<file path="src/rtl/wdt_keyed.sv">
module wdt_keyed #(
  parameter int          CW    = 12,
  parameter int          PRESC = 128,
  parameter int          LOCK  = 3,
  parameter logic [7:0]  KEY   = 8'hA5
) (
  input  logic          clk,
  input  logic          rst_n,
  input  logic          slck_tick,
  input  logic          cpu_idle,
  input  logic          dbg_halt,
  input  logic          reg_wr,
  input  logic          reg_sel,
  input  logic [31:0]   reg_wdata,
  input  logic          stat_rd,
  output logic [31:0]   mode_rdata,
  output logic [CW-1:0] count,
  output logic [1:0]    status,
  output logic          irq,
  output logic          rst_req
);
  localparam int PW  = (PRESC > 1) ? $clog2(PRESC) : 1;
  localparam int LW  = $clog2(LOCK + 1);
  localparam int OPT = 2 * CW;

  logic [CW-1:0] reload_q, window_q, cnt_q;
  logic          irq_en_q, rst_en_q, dis_q, idle_h_q, dbg_h_q;
  logic [PW-1:0] presc_q;
  logic [LW-1:0] lock_q;
  logic          uf_q, werr_q, rst_req_q;

  wire locked   = (lock_q != '0);
  wire ctl_wr   = reg_wr & ~reg_sel & ~locked;
  wire restart  = ctl_wr & (reg_wdata[31:24] == KEY) & reg_wdata[0];
  wire mode_wr  = reg_wr & reg_sel & ~locked;
  wire new_dis  = reg_wdata[OPT+2];
  wire take_tim = mode_wr & ~dis_q & ~new_dis;
  wire reload_ev = restart | mode_wr;
  wire [CW-1:0] next_reload = take_tim ? reg_wdata[CW-1:0] : reload_q;

  wire run  = ~dis_q & ~(idle_h_q & cpu_idle) & ~(dbg_h_q & dbg_halt);
  wire step = run & slck_tick;
  wire tick = step & (presc_q == PW'(PRESC - 1));

  wire win_fault = restart & ~dis_q & (window_q < reload_q) & (cnt_q > window_q);
  wire uf_fault  = tick & (cnt_q == '0) & ~reload_ev;

  always_ff @(posedge clk or negedge rst_n) begin
    if (!rst_n) begin
      reload_q <= '1;
      window_q <= '1;
      irq_en_q <= 1'b0;
      rst_en_q <= 1'b1;
      dis_q    <= 1'b0;
      idle_h_q <= 1'b0;
      dbg_h_q  <= 1'b0;
    end else if (mode_wr) begin
      if (take_tim) begin
        reload_q <= reg_wdata[CW-1:0];
        window_q <= reg_wdata[2*CW-1:CW];
      end
      irq_en_q <= reg_wdata[OPT];
      rst_en_q <= reg_wdata[OPT+1];
      dis_q    <= new_dis;
      idle_h_q <= reg_wdata[OPT+3];
      dbg_h_q  <= reg_wdata[OPT+4];
    end
  end

  always_ff @(posedge clk or negedge rst_n) begin
    if (!rst_n) begin
      cnt_q   <= '1;
      presc_q <= '0;
      lock_q  <= '0;
    end else begin
      if (reload_ev)  cnt_q <= next_reload;
      else if (tick)  cnt_q <= (cnt_q == '0) ? reload_q : cnt_q - 1'b1;

      if (reload_ev)  presc_q <= '0;
      else if (step)  presc_q <= tick ? '0 : presc_q + 1'b1;

      if (reload_ev)                 lock_q <= LW'(LOCK);
      else if (locked && slck_tick)  lock_q <= lock_q - 1'b1;
    end
  end

  always_ff @(posedge clk or negedge rst_n) begin
    if (!rst_n) begin
      uf_q      <= 1'b0;
      werr_q    <= 1'b0;
      rst_req_q <= 1'b0;
    end else begin
      if (uf_fault)     uf_q <= 1'b1;
      else if (stat_rd) uf_q <= 1'b0;
      if (win_fault)    werr_q <= 1'b1;
      else if (stat_rd) werr_q <= 1'b0;
      rst_req_q <= rst_en_q & (uf_fault | win_fault);
    end
  end

  assign mode_rdata = {{(32-OPT-5){1'b0}}, dbg_h_q, idle_h_q, dis_q, rst_en_q, irq_en_q,
                       window_q, reload_q};
  assign count   = cnt_q;
  assign status  = {werr_q, uf_q};
  assign irq     = irq_en_q & (uf_q | werr_q);
  assign rst_req = rst_req_q;
endmodule

</file>
<file path="config.mk">
export PLATFORM = sky130hd
export DESIGN_NAME = wdt_keyed
export DESIGN_NICKNAME = d
export VERILOG_FILES = /design/src/rtl/wdt_keyed.sv
export SDC_FILE = /design/constraint.sdc
export NUM_CORES = 1
export LEC_CHECK = 0
export ABC_CLOCK_PERIOD_IN_PS = 2400
export BUFFER_PORTS_ARGS = -buffer_cell sky130_fd_sc_hd__buf_2
export CAP_MARGIN = 20
export CORE_MARGIN = 2
export CORE_UTILIZATION = 39
export CTS_CLUSTER_SIZE = 14
export DETAILED_ROUTE_END_ITERATION = 6
export PLACE_DENSITY_LB_ADDON = 0.25
export SETUP_SLACK_MARGIN = 0.15
export SYNTH_ARGS = -nofsm -noshare
export SYNTH_HDL_FRONTEND = slang
export SYNTH_SLANG_ARGS = --single-unit
</file>
<file path="constraint.sdc">
create_clock -name clk -period 2.4 [get_ports clk]
set_input_delay 0.48 -clock clk [delete_from_list [all_inputs] [get_ports clk]]
set_output_delay 0.48 -clock clk [all_outputs]
set_load 0.03 [all_outputs]
</file>
# [Yosys cells after proc, flatten, opt, wreduce, memory -nomap -nowiden]
# Index checks and enable logic that the tools add are counted.
[classes] addsub=3 order_cmp=2 eq_ne=2 mux=12 n_bitwise=31 reduce_logical=9
[ops] cell="12-bit two-way mux" count=4
[ops] cell="1-bit bitwise AND" count=21
[ops] cell="7-bit two-way mux" count=3
[ops] cell="12-bit > comparator" count=1
[ops] cell="12-bit zero test" count=1
[ops] cell="12-bit < comparator" count=1
[ops] cell="2-bit nonzero test" count=6
[ops] cell="12-bit by 1-bit subtractor with 12-bit output (second input constant)" count=1
[ops] cell="8-bit equality test (second input constant)" count=1
[ops] cell="7-bit by 1-bit adder with 7-bit output (second input constant)" count=1
[ops] cell="7-bit equality test (second input constant)" count=1
[ops] cell="1-bit inverter" count=7
[ops] cell="2-bit two-way mux" count=2
[ops] cell="1-bit two-way mux" count=3
[ops] cell="1-bit bitwise OR" count=3
[ops] cell="2-bit AND reduction" count=1
[ops] cell="2-bit by 1-bit subtractor with 2-bit output (second input constant)" count=1
[ops] cell="1-bit logical AND" count=1
[word_totals] reg_bits=53 input_bits=40 wordCells=72

# [Logic depth before layout (Yosys ltp)]
[depth] word_depth=10 mapped_depth=9

# [Worst setup path before layout]
# Ideal clock, no wire load.
[synth_path] kind="register to register" from="register cnt_q[0], in the netlist count[0]" to="register cnt_q[0], in the netlist count[0]" setup_time_ns=0.082 t_arrival_ns=2.204 required_ns=2.318 path_slack_ns=0.114 path_stages_with_launch=8 n_path_buf=0 cell_sequence="dfstp_2 -> inv_1 -> ha_1 -> or4b_4 -> or4b_4 -> o211ai_2 -> o21ai_1 -> mux2_2"
[synth_via] elab_chain_cells=4 word_cells_on_any_way=5 classes_between="1 x add/sub; 3 x mux; 1 x reduce/logical"
[synth_lines] element="start: declaration" line="26" rtl="logic [CW-1:0] reload_q, window_q, cnt_q;"
[synth_lines] element="start signal: assignment" line="76" rtl="if (reload_ev) cnt_q <= next_reload;"
[synth_lines] element="start signal: assignment" line="77" rtl="else if (tick) cnt_q <= (cnt_q == '0) ? reload_q : cnt_q - 1'b1;"
[synth_lines] element="12-bit by 1-bit subtractor with 12-bit output or 12-bit zero test (tied branches)" line="77"
[synth_lines] element="12-bit two-way mux * (2 in series)" line="77"
[synth_lines] element="12-bit two-way mux *" line="76"
# Every way passes the cells marked *; elsewhere a longest branch is shown, timed or not. The select of a mux whose other input is x is not followed.
# A chain may end at the register's enable or synchronous reset.

# [Final worst setup path]
# Same ends and word-level chain as after synthesis.

==> metrics.md <==
| Metric | Value |
|---|---|
| Largest net degree at the start of global routing | 54 |
| N_diodes | 0 |
| Syn Inst Count | 325 |
| Post-route clock period utilization | 92.8% |
| Total GRT Usage | 18.1% |
| Layout Nets | 483 |
| Overflow left after global routing | 0 |
| Most frequent cell after synthesis | dfstp_2 |
| Reg2Reg Capture Point | count[0] |
| Data required, critical path | 2.65 ns |
| Mapped Area | 0.00331 mm2 |
| Max Slew Vio Count | 0 |
| Max-Cap Viols | 0 |
| Final hold violations | 0 |
| Yosys top cell by area | dfstp_2 |
| # clock sinks | 53 |
| CP bufs+invs | 1 |
| Max VDD drop | 0.823 mV |
| Ys Warns | 0 |
| Vias/cell | 5.20 |
| Status | finished, final reports clean |
| Syn_area_per_cell | 10.2 um2 |
| Async SR Flop Fraction | 100% |
| CP Launch Type | flip-flop |
| Max FO, Critical Path | 4 |
| FF+latch count, synth | 53 |
| GP Congestion | 0.826 |
| WL final | 8.14 mm |
| Die ar. | 0.00924 mm2 |
| TritonCTS buffer count | 5 |
| Row count | 33 |
| Internal power | 3.07 mW |
| Clock latency on the worst-skew pair | 0.31 ns |
| Synth top cells by count | dfstp_2 (37), mux2_2 (34), inv_1 (31), ha_1 (27), nor2_1 (24) |
| Vias | 2,715 |
| CP endpoint kind | flip-flop |
| Iteration-0 DRC Markers | 119 |
| Post-route antenna net violation count | 0 |
| CP peak stage delay | 0.58 ns |
| Worst-path clk slew | 0.11 ns |
| Number of top-level pins | 88 |
| Die height | 96.1 um |
| Distinct cells, synth | 50 |
| Logic pwr share | 57.6% |
| # DRC | 0 |
| Setup CP Type | flip-flop to flip-flop |
| Main synth FF type | dfstp_2 |
| # port buffers | 84 |
| Final min period | 2.23 ns |
| Sequential share of the synthesized area | 41.5% |
| CP arrival | 2.47 ns |
| Clock power share | 9.3% |
| CTS max path bufs | 2 |
| Setup TNS | 0 ns |
| RSZ-0062 raised after global routing | yes |
| Max Clock Freq | 449 MHz |
| H-tree levels | 2 |
| Initial Util | 40.3% |
| Sw frac | 47.0% |
| CTS root buffer | clkbuf_8 |
| Layout area overhead | 23.8% |
| Number of global-route vias before repair | 2,644 |
| Crit path top cell by count | or4b_4 |
| Hold buffer count at cts | 0 |
| Number of synthesized flops with an enable pin | 0 |
| Register-to-Register Path Depth | 7 |
| Area share of the largest cell type after synthesis | 29.4% |
| Largest cells by area after synthesis | dfstp_2 (29%), dfrtp_1 (12%), mux2_2 (12%) |
| P_sw | 2.72 mW |
| Kind of cell adding the most delay to the critical path | simple AND/OR/NAND/NOR gates |
| Total chip power | 5.79 mW |
| Crit-path cells | inv_2, ha_1, or4b_4, or4b_4, o211ai_2, o21ai_1, mux2_2 |
| CTS tree | built |
| Fraction of layout cells with a size suffix above 1 | 47.5% |
| HP Class | input pin to async pin |
| Final setup violation count | 0 |
| Fillers | 770 |
| WL/cell | 15.6 um |
| DP Wirelength | 6.20 mm |
| Reg2reg start | count[0] |
| CP max stage cell | or4b_4 |
| DRT Pass-1 Iters | 4 |
| Utilization after layout | 49.9% |
| First-pass GRT wire length | 13.0 mm |
| Antenna violations before repair | 0 |
| Pwr dens | 1410 mW/mm2 |
| Die width | 96.1 um |
| Leakage power | 1.93 nW |
| Critical Path Start | count[0] |
| Flop pwr share | 33.0% |
| Core Footprint | 0.00822 mm2 |
| Worst Skew | 0.0155 ns |
| R2R setup slack | 0.17 ns |
## how the worst max path moves through the flow
stage                          end  slack (ns)  depth (start not counted)
after floorplan           count[0]        0.17                          7
after global placement     rst_req       -0.23                          8
after detailed placement   rst_req       -0.20                          8
after CTS                   werr_q        0.12                          8
after global routing      count[0]        0.08                          7
final                     count[0]        0.17                          7
## logic make-up after synthesis
group | synth area share (%)
AO/OA/AOI/OAI | 11.6
XOR/XNOR | 1.85
adder cells (fa/ha/maj) | 10.2
buffers and inverters | 7.11
flip-flops | 41.5
multiplexers | 12.5
other | 0.113
AND/OR/NAND/NOR | 15.1
## layer usage
| metal | vias up | routed length (um) | track usage (%) |
|---|---|---|---|
| met5 | - | 0 | 0 |
| li1 | 1329 | - | - |
| met4 | 0 | 86 | 3.81 |
| met2 | 80 | 3850 | 30.0 |
| met1 | 1297 | 3790 | 25.0 |
| met3 | 9 | 416 | 2.82 |
## power groups by stage
stage | registers [mW] | clock network [mW] | logic (mW)
after detailed placement | 1.92 | 0 | 3.01
after global placement | 1.90 | 0 | 2.94
after floorplan | 2.43 | 0 | 1.62
after global routing | 1.98 | 0.605 | 3.68
after CTS | 1.90 | 0.557 | 3.12
final | 1.91 | 0.540 | 3.34
## flip-flops by register name, summed over array words and instances (netlist names), 2 cells and up
| signal | flops |
|---|---|
| window_q | 12 |
| lock_q | 2 |
| count | 12 |
| reload_q | 12 |
| presc_q | 7 |
## worst register-to-register path, cell delays in order (launching register included)
cell and delay [ns]:
dfstp_2 0.40, inv_2 0.06, ha_1 0.14, or4b_4 0.50, or4b_4 0.58, o211ai_2 0.15, o21ai_1 0.07, mux2_2 0.27
## timing repair
action / CTS / global route
resized for setup: 5 / 16
setup buffers: 5 / 1
setup endpoints to repair: 10 / 8
pin swaps: 3 / 8
## cell type report
| type | instances | area (um2) | area share, % |
|---|---|---|---|
| flip-flops and latches | 53 | 1370 | 33.5 |
| clock inverters | 3 | 26.3 | 0.641 |
| repair buffers | 102 | 581 | 14.2 |
| well taps | 105 | 131 | 3.21 |
| clock buffers | 5 | 68.8 | 1.68 |
| inverters | 31 | 116 | 2.84 |
| multi-input cells | 223 | 1800 | 44.0 |
## layout by cell type (no fill, tap or decap), drive strengths merged, types with 4 or more instances in the layout
cell     synthesis  final
a2111oi          4      4
a21oi           14     14
a22oi            8      8
and4             4      4
buf             14    102
clkbuf           6      5
dfrtp           16     16
dfstp           37     37
ha              27     27
inv             31     32
mux2            34     34
nand2           16     16
nand2b           4      4
nand3            7      7
nand4            7      7
nor2            24     24
nor2b            4      4
nor3             7      7
o21ai           16     16
o22ai            4      4
xor2             4      4
## metrics by stage
step	hold WS [ns]	instances	setup slack [ns]	cell area [um2]
2_1_floorplan	0.184	327	0.166	3320
3_3_place_gp	0.496	508	-0.227	3860
3_5_place_dp	0.501	508	-0.197	3860
4_1_cts	0.153	521	0.116	4010
5_1_grt	0.171	522	0.0845	4100
6_report	0.155	522	0.174	4100
(Power assumes the default switching activity.)
